$ cat src/rtl/rxgf_pkg.sv
package rxgf_pkg;

  // Packet tracking state on the write side.
  typedef enum logic [1:0] {
    PKT_IDLE   = 2'd0,  // no open packet; non-start words are ignored
    PKT_HIDDEN = 2'd1,  // packet open but not yet visible to the reader
    PKT_OPEN   = 2'd2   // packet released; words become visible as written
  } pktState_e;

  // Strobes from control to the datapath.
  typedef struct packed {
    logic wrEn;     // store a word at wrAddr
    logic patchEn;  // mark the word at patchAddr as errored packet end
    logic eop;      // end flag for the stored word
    logic err;      // error flag for the stored word
  } dpStrobe_t;

endpackage

$ cat src/rtl/rxgfStore.sv
module rxgfStore
  import rxgf_pkg::*;
#(
  parameter int DATA_W = 64,
  parameter int DEPTH  = 64,
  localparam int ADDR_W = $clog2(DEPTH)
) (
  input  logic              clk,
  input  logic              rstN,
  input  dpStrobe_t         strobe,
  input  logic [ADDR_W-1:0] wrAddr,
  input  logic [ADDR_W-1:0] patchAddr,
  input  logic [DATA_W-1:0] wrData,
  input  logic [ADDR_W-1:0] rdAddr,
  output logic [DATA_W-1:0] rdData,
  output logic              rdEop,
  output logic              rdErr
);

  logic [DATA_W-1:0] mem [DEPTH];
  logic [DEPTH-1:0]  eopBits;
  logic [DEPTH-1:0]  errBits;

  always_ff @(posedge clk) begin
    if (strobe.wrEn) begin
      mem[wrAddr]     <= wrData;
      eopBits[wrAddr] <= strobe.eop;
      errBits[wrAddr] <= strobe.err;
    end
    if (strobe.patchEn) begin
      eopBits[patchAddr] <= 1'b1;
      errBits[patchAddr] <= 1'b1;
    end
  end

  assign rdData = mem[rdAddr];
  assign rdEop  = eopBits[rdAddr];
  assign rdErr  = errBits[rdAddr];

  // A store and a truncation patch never coincide.
  AST_WR_PATCH_EXCL: assert property (@(posedge clk) disable iff (!rstN)
    !(strobe.wrEn && strobe.patchEn));

endmodule

$ cat src/rtl/rxgfCtrl.sv
module rxgfCtrl
  import rxgf_pkg::*;
#(
  parameter int DEPTH   = 64,
  parameter int NUM_ERR = 4,
  localparam int ADDR_W = $clog2(DEPTH),
  localparam int CNT_W  = ADDR_W + 1
) (
  input  logic               clk,
  input  logic               rstN,
  input  logic               wrValid,
  input  logic               wrSop,
  input  logic               wrEop,
  input  logic [NUM_ERR-1:0] wrErr,
  input  logic [CNT_W-1:0]   cfgRelThresh,
  input  logic [CNT_W-1:0]   cfgRdThresh,
  input  logic               cfgDropAll,
  input  logic [NUM_ERR-1:0] cfgDropMask,
  input  logic               rdReady,
  input  logic               rdEop,
  output logic               rdValid,
  output logic               dmaReq,
  output logic               errEvent,
  output dpStrobe_t          strobe,
  output logic [ADDR_W-1:0]  wrAddr,
  output logic [ADDR_W-1:0]  patchAddr,
  output logic [ADDR_W-1:0]  rdAddr
);

  localparam logic [CNT_W-1:0] FULL_CNT = CNT_W'(DEPTH);
  localparam logic [CNT_W-1:0] CNT_MAX  = '1;

  pktState_e        state, stateNext;
  logic [CNT_W-1:0] workPtr, workNext;     // next free slot, includes hidden words
  logic [CNT_W-1:0] commitPtr, commitNext; // end of the visible region
  logic [CNT_W-1:0] rdPtr;
  logic [CNT_W-1:0] pktCnt, pktCntNext;    // words stored for the open packet
  logic             pktErr, pktErrNext;    // sticky error of the open packet
  logic [CNT_W-1:0] eopCount;              // visible words with end flag
  logic             errNext;
  logic             eopInc;

  logic [CNT_W-1:0] basePtr, cntNow, cntInc, visCount;
  logic             hidden, inPkt, fullNow, errHit, dropSel, releaseNow, stickyNow;
  logic             rdFire;

  // Decode of the incoming beat against the packet state.
  always_comb begin
    basePtr    = wrSop ? commitPtr : workPtr;  // a new start abandons a hidden remnant
    hidden     = wrSop || (state == PKT_HIDDEN);
    inPkt      = wrSop || (state != PKT_IDLE);
    cntNow     = wrSop ? '0 : pktCnt;
    stickyNow  = wrSop ? 1'b0 : pktErr;
    cntInc     = (cntNow == CNT_MAX) ? cntNow : cntNow + 1'b1;
    fullNow    = ((basePtr - rdPtr) == FULL_CNT);
    errHit     = |wrErr;
    dropSel    = cfgDropAll || (|(wrErr & cfgDropMask));
    releaseNow = wrEop || (cntInc >= cfgRelThresh);
  end

  // Next-state logic of the write side.
  always_comb begin
    stateNext  = state;
    workNext   = workPtr;
    commitNext = commitPtr;
    pktCntNext = pktCnt;
    pktErrNext = pktErr;
    errNext    = 1'b0;
    eopInc     = 1'b0;
    strobe     = '0;
    if (wrValid && inPkt) begin
      if (fullNow) begin
        errNext   = 1'b1;
        stateNext = PKT_IDLE;
        if (hidden) begin
          workNext = commitPtr;
        end else begin
          strobe.patchEn = 1'b1;
          eopInc         = 1'b1;
        end
      end else if (hidden && errHit && dropSel) begin
        errNext   = 1'b1;
        workNext  = commitPtr;
        stateNext = PKT_IDLE;
      end else begin
        strobe.wrEn = 1'b1;
        strobe.eop  = wrEop;
        strobe.err  = wrEop && (stickyNow || errHit);
        workNext    = basePtr + 1'b1;
        errNext     = errHit;
        pktCntNext  = cntInc;
        pktErrNext  = stickyNow || errHit;
        if (!hidden || releaseNow) begin
          commitNext = basePtr + 1'b1;
          eopInc     = wrEop;
        end
        if (wrEop) begin
          stateNext = PKT_IDLE;
        end else if (!hidden || releaseNow) begin
          stateNext = PKT_OPEN;
        end else begin
          stateNext = PKT_HIDDEN;
        end
      end
    end
  end

  assign visCount  = commitPtr - rdPtr;
  assign rdValid   = (commitPtr != rdPtr);
  assign rdFire    = rdValid && rdReady;
  assign dmaReq    = rdValid && ((visCount >= cfgRdThresh) || (eopCount != '0));
  assign wrAddr    = basePtr[ADDR_W-1:0];
  assign patchAddr = ADDR_W'(workPtr - 1'b1);
  assign rdAddr    = rdPtr[ADDR_W-1:0];

  always_ff @(posedge clk) begin
    if (!rstN) begin
      state     <= PKT_IDLE;
      workPtr   <= '0;
      commitPtr <= '0;
      rdPtr     <= '0;
      pktCnt    <= '0;
      pktErr    <= 1'b0;
      eopCount  <= '0;
      errEvent  <= 1'b0;
    end else begin
      state     <= stateNext;
      workPtr   <= workNext;
      commitPtr <= commitNext;
      rdPtr     <= rdPtr + CNT_W'(rdFire);
      pktCnt    <= pktCntNext;
      pktErr    <= pktErrNext;
      eopCount  <= eopCount + CNT_W'(eopInc) - CNT_W'(rdFire && rdEop);
      errEvent  <= errNext;
    end
  end

  // Occupancy never exceeds the storage depth.
  AST_NO_OVERFLOW: assert property (@(posedge clk) disable iff (!rstN)
    (workPtr - rdPtr) <= FULL_CNT);

  // The visible region lies inside the written region.
  AST_VISIBLE_INSIDE: assert property (@(posedge clk) disable iff (!rstN)
    (commitPtr - rdPtr) <= (workPtr - rdPtr));

  // A hidden packet always holds at least one unreleased word.
  AST_HIDDEN_HAS_WORDS: assert property (@(posedge clk) disable iff (!rstN)
    (state == PKT_HIDDEN) |-> (workPtr != commitPtr));

  // Visible end markers are bounded by visible words.
  AST_EOP_BOUND: assert property (@(posedge clk) disable iff (!rstN)
    eopCount <= (commitPtr - rdPtr));

  // An error pulse always follows a write beat.
  AST_ERR_AFTER_WRITE: assert property (@(posedge clk) disable iff (!rstN)
    errEvent |-> $past(wrValid));

endmodule

$ cat src/rtl/rxGateFifo.sv
module rxGateFifo
  import rxgf_pkg::*;
#(
  parameter int DATA_W  = 64,
  parameter int DEPTH   = 64,
  parameter int NUM_ERR = 4,
  localparam int ADDR_W = $clog2(DEPTH),
  localparam int CNT_W  = ADDR_W + 1
) (
  input  logic               clk,
  input  logic               rstN,
  input  logic               wrValid,
  input  logic [DATA_W-1:0]  wrData,
  input  logic               wrSop,
  input  logic               wrEop,
  input  logic [NUM_ERR-1:0] wrErr,
  input  logic [CNT_W-1:0]   cfgRelThresh,
  input  logic [CNT_W-1:0]   cfgRdThresh,
  input  logic               cfgDropAll,
  input  logic [NUM_ERR-1:0] cfgDropMask,
  output logic               rdValid,
  input  logic               rdReady,
  output logic [DATA_W-1:0]  rdData,
  output logic               rdEop,
  output logic               rdErr,
  output logic               dmaReq,
  output logic               errEvent
);

  dpStrobe_t         strobe;
  logic [ADDR_W-1:0] wrAddr, patchAddr, rdAddr;

  rxgfCtrl #(.DEPTH(DEPTH), .NUM_ERR(NUM_ERR)) u_ctrl (
    .clk(clk), .rstN(rstN),
    .wrValid(wrValid), .wrSop(wrSop), .wrEop(wrEop), .wrErr(wrErr),
    .cfgRelThresh(cfgRelThresh), .cfgRdThresh(cfgRdThresh),
    .cfgDropAll(cfgDropAll), .cfgDropMask(cfgDropMask),
    .rdReady(rdReady), .rdEop(rdEop),
    .rdValid(rdValid), .dmaReq(dmaReq), .errEvent(errEvent),
    .strobe(strobe), .wrAddr(wrAddr), .patchAddr(patchAddr), .rdAddr(rdAddr)
  );

  rxgfStore #(.DATA_W(DATA_W), .DEPTH(DEPTH)) u_store (
    .clk(clk), .rstN(rstN), .strobe(strobe),
    .wrAddr(wrAddr), .patchAddr(patchAddr), .wrData(wrData),
    .rdAddr(rdAddr), .rdData(rdData), .rdEop(rdEop), .rdErr(rdErr)
  );

  // A stalled word stays presented and unchanged.
  AST_RD_HOLD: assert property (@(posedge clk) disable iff (!rstN)
    (rdValid && !rdReady) |=> (rdValid && $stable(rdData)));

endmodule

$ cat config.mk
export PLATFORM = sky130hd
export DESIGN_NAME = rxGateFifo
export DESIGN_NICKNAME = d
export VERILOG_FILES = /design/src/rtl/rxgf_pkg.sv /design/src/rtl/rxgfStore.sv /design/src/rtl/rxgfCtrl.sv /design/src/rtl/rxGateFifo.sv
export SDC_FILE = /design/constraint.sdc
export NUM_CORES = 2
export LEC_CHECK = 0
export BUFFER_PORTS_ARGS = -buffer_cell sky130_fd_sc_hd__buf_2
export CELL_PAD_IN_SITES_DETAIL_PLACEMENT = 0
export CELL_PAD_IN_SITES_GLOBAL_PLACEMENT = 2
export CORE_MARGIN = 3
export CORE_UTILIZATION = 51
export DETAILED_ROUTE_END_ITERATION = 7
export GPL_TIMING_DRIVEN = 1
export PLACE_DENSITY = 0.79
export SLEW_MARGIN = 20
export SYNTH_ARGS = -nofsm -noshare
export SYNTH_HDL_FRONTEND = slang
export SYNTH_HIERARCHICAL = 1
export SYNTH_SLANG_ARGS = --single-unit
$ cat constraint.sdc
create_clock -name clk -period 11.81 [get_ports clk]
set_input_delay 0.5905 -clock clk [delete_from_list [all_inputs] [get_ports clk]]
set_output_delay 0.5905 -clock clk [all_outputs]
set_load 0.01 [all_outputs]
==> summary.txt <==
Final layout
  • Layout cell share with drive strength beyond 1: 25.7%
  • Commonest cells after routing, fill and taps aside: edfxtp_1, mux4_2, clkbuf_16
  • Layout area overhead: 12.1%
  • Most common cell after layout, fill and taps aside: edfxtp_1
  • Final nets: 8025

Place
  • HPWL after detailed placement: 242000 um
  • IO Port Bufs: ~160
  • Gp weighted congestion: 0.789

GRT
  • Vias in the first global route: 82500
  • Antenna violations before repair: 25
  • Largest net degree at the start of global routing: roughly 130
  • GRT Util Overall: between 20 and 30%
  • Global-route wire length before repair: 653000 um
  • Total grt overflow: 0

CTS
  • Worst skew pair latency: 0.98 ns
  • Clk sink count: about 4300
  • # Post-CTS Setup Buffers: 0
  • CTS clk-pin slew, worst paths: approximately 0.06 ns
  • Post-cts hold buffer count: 1
  • H-tree Lvls: 5
  • Root Driver: clkbuf_16
  • Max clock buf depth: 4
  • Cts repair resizes: 0
  • TritonCTS clock tree: yes
  • Number of buffers created by CTS: 423

STA
  • Setup Skew: 0.0567 ns
  • Hold slack: 0.0655 ns
  • Period utilisation layout: 61.6%
  • Final setup viols: 0
  • Highest Clock Rate: around 0.14 GHz
  • Slew headroom: 16.6%
  • Slew @ Worst Pin: 1.25 ns
  • RSZ-0062 raised after global routing: false
  • Final slew viol count: 0
  • Period minus WS final: 7.28 ns
  • Setup TNS: 0 ns
  • Final Hold Viols: 0

Synthesis
  • Post-synthesis instance area: approximately 160000 um^2
  • Synthesized flop and latch total: 4263
  • Post-synth EDFFs: 4096
  • Yosys warnings: 6
  • Post-synth net total: 7679
  • Post-synth ARST share: 0%
  • Mean area per synthesized cell: 21.7 um^2
  • Seq/Total Area, Yosys: between 70% and 80%
  • Netlist cell types: 66
  • Most used DFF post-synth: edfxtp_1
  • Syn Inst Count: 7544

Worst setup path
  • Required @ worst endpoint: 11.22 ns
  • Setup CP Type: flop to output port
  • Type of origin of the critical path: flop
  • CP max FO: 125
  • Crit path arrival time: 6.69 ns
  • CP Capture Type: output port

Routing
  • First-iteration detailed-routing DRC count: 11700
  • M1 wire length: 177000 um
  • Routed Antenna Nets: 0
  • Pre-Repair DR Iteration Count: 8
  • Met3 wire length: 47800 um
  • Highest metal used: met5
  • Final WL: between 400000 and 500000 um
  • Vias per inst: 6.68
  • DRC Markers: 0
  • WL per Instance: 37.3 um
  • Vias post-DR: 83700
  • Met2 wire length: around 230000 um

Power
  • Pwr per Cell Area: 177 nW/um^2
  • Max rail drop VDD: about 0.14 mV
  • Leak: ~56 nW

Die
  • I/O pin cnt: 162
  • Die area: about 330000 um^2
  • # rows: 207
  • DIE HEIGHT: 573 um
  • CORE AREA: 319000 um^2
  • Initial core utilization: about half
  • Die W: ~570 um

Worst hold path
  • Worst hold path type: input port to flop

Job
  • Max-Cap Viols: 0

Status
  • Run status: completed
-- where the power goes --
part / leakage [nW] / internal (mW) / switching, mW
clock network: 6.41 / 7.18 / 5.69
registers: 38.2 / 16.7 / 0.0748
logic: 11.4 / 1.33 / 1.53
-- metrics by stage --
stage               cells  util, %  cell area [um^2]  power (mW)  worst slack (ns)
global placement    11700     53.3            170000        19.9              4.96
detailed placement  11700     53.3            170000        20.0              5.04
CTS                 12500     57.5            183000        32.7              4.33
global route        12500     57.5            183000        33.5              4.05
floorplan            7544        -            164000        19.1              1.12
finish              12500     57.5            183000        32.5              4.53
-- worst paths after layout --
check / from / end / slack [ns] / cells after the start
min: wrData[41] / u_store/mem[25][41]$_DFFE_PP_ / 0.07 / 1
min reg2reg: u_ctrl/pktCnt[1]$_SDFFE_PN0P_ / u_ctrl/pktCnt[1]$_SDFFE_PN0P_ / 0.46 / 2
max: u_ctrl/rdPtr[1]$_SDFF_PN0_ / rdData[49] / 4.53 / 9
max reg2reg: u_ctrl/rdPtr[3]$_SDFF_PN0_ / u_store/mem[45][36]$_DFFE_PP_ / 5.63 / 13
-- sequential cells by signal, indices dropped and copies added (netlist names) --
| name | flops |
|---|---|
| u_store/mem | 4096 |
| u_store/eopBits | 64 |
| u_store/errBits | 64 |
| u_ctrl/commitPtr | 7 |
| u_ctrl/eopCount | 7 |
| u_ctrl/pktCnt | 7 |
| u_ctrl/rdPtr | 7 |
| u_ctrl/workPtr | 7 |
| u_ctrl/state | 2 |
| u_ctrl/errEvent | 1 |
| u_ctrl/pktErr | 1 |
-- area by class of cell --
| type | count | area [um^2] |
|---|---|---|
| timing repair buffer | 367 | 2650 |
| tap | 4284 | 5360 |
| inverter | 75 | 442 |
| fill | 22900 | 135000 |
| antenna | 13 | 32.5 |
| multi-input combinational | 2760 | 35400 |
| clock buffer | 506 | 11000 |
| sequential | 4263 | 126000 |
| clock inverter | 266 | 2260 |
-- synthesized netlist by cell type, types with 100 or more instances --
cell / instances / share of area, %
edfxtp_1: 4096 / 75
nor2_1: 150 / 0.34
buf_2: 187 / 0.57
nand2_1: 210 / 0.48
mux2i_1: 140 / 0.86
nand3_1: 226 / 0.69
o21ai_0: 100 / 0.31
mux4_2: 1056 / 15
clkbuf_1: 177 / 0.41
dfxtp_1: 167 / 2.0
o22ai_1: 130 / 0.50
a22oi_1: 264 / 1.2
-- cell families (layout without fill, tap and decap cells) --
group,after synthesis,in the layout,synth area share (%)
and+or+nand+nor,707,707,2.03
muxes,1199,1199,15.4
DFF,4263,4263,77.2
AOI/OAI and AO/OA,781,781,3.40
xor gates and xnor gates,31,31,0.175
buffers and inverters,521,1214,1.47
other,0,13,0
adders and majority gates,42,42,0.330
-- critical path: stages, from the launching register on --
cell      delay (ns)
dfxtp_4         0.80
buf_4           0.82
buf_4           0.76
buf_12          0.65
buf_4           0.95
mux4_2          0.61
mux2i_1         0.17
a211oi_1        0.13
o211a_1         0.34
buf_2           0.16
-- per-layer routing --
| metal | vias up | global-route usage (%) |
|---|---|---|
| met5 | - | 0 |
| met4 | 20 | 9.32 |
| met3 | 812 | 5.28 |
| li1 | 32600 | - |
| met1 | 45400 | 40.4 |
| met2 | 4840 | 45.6 |
Power figures use the tool's default switching activity.
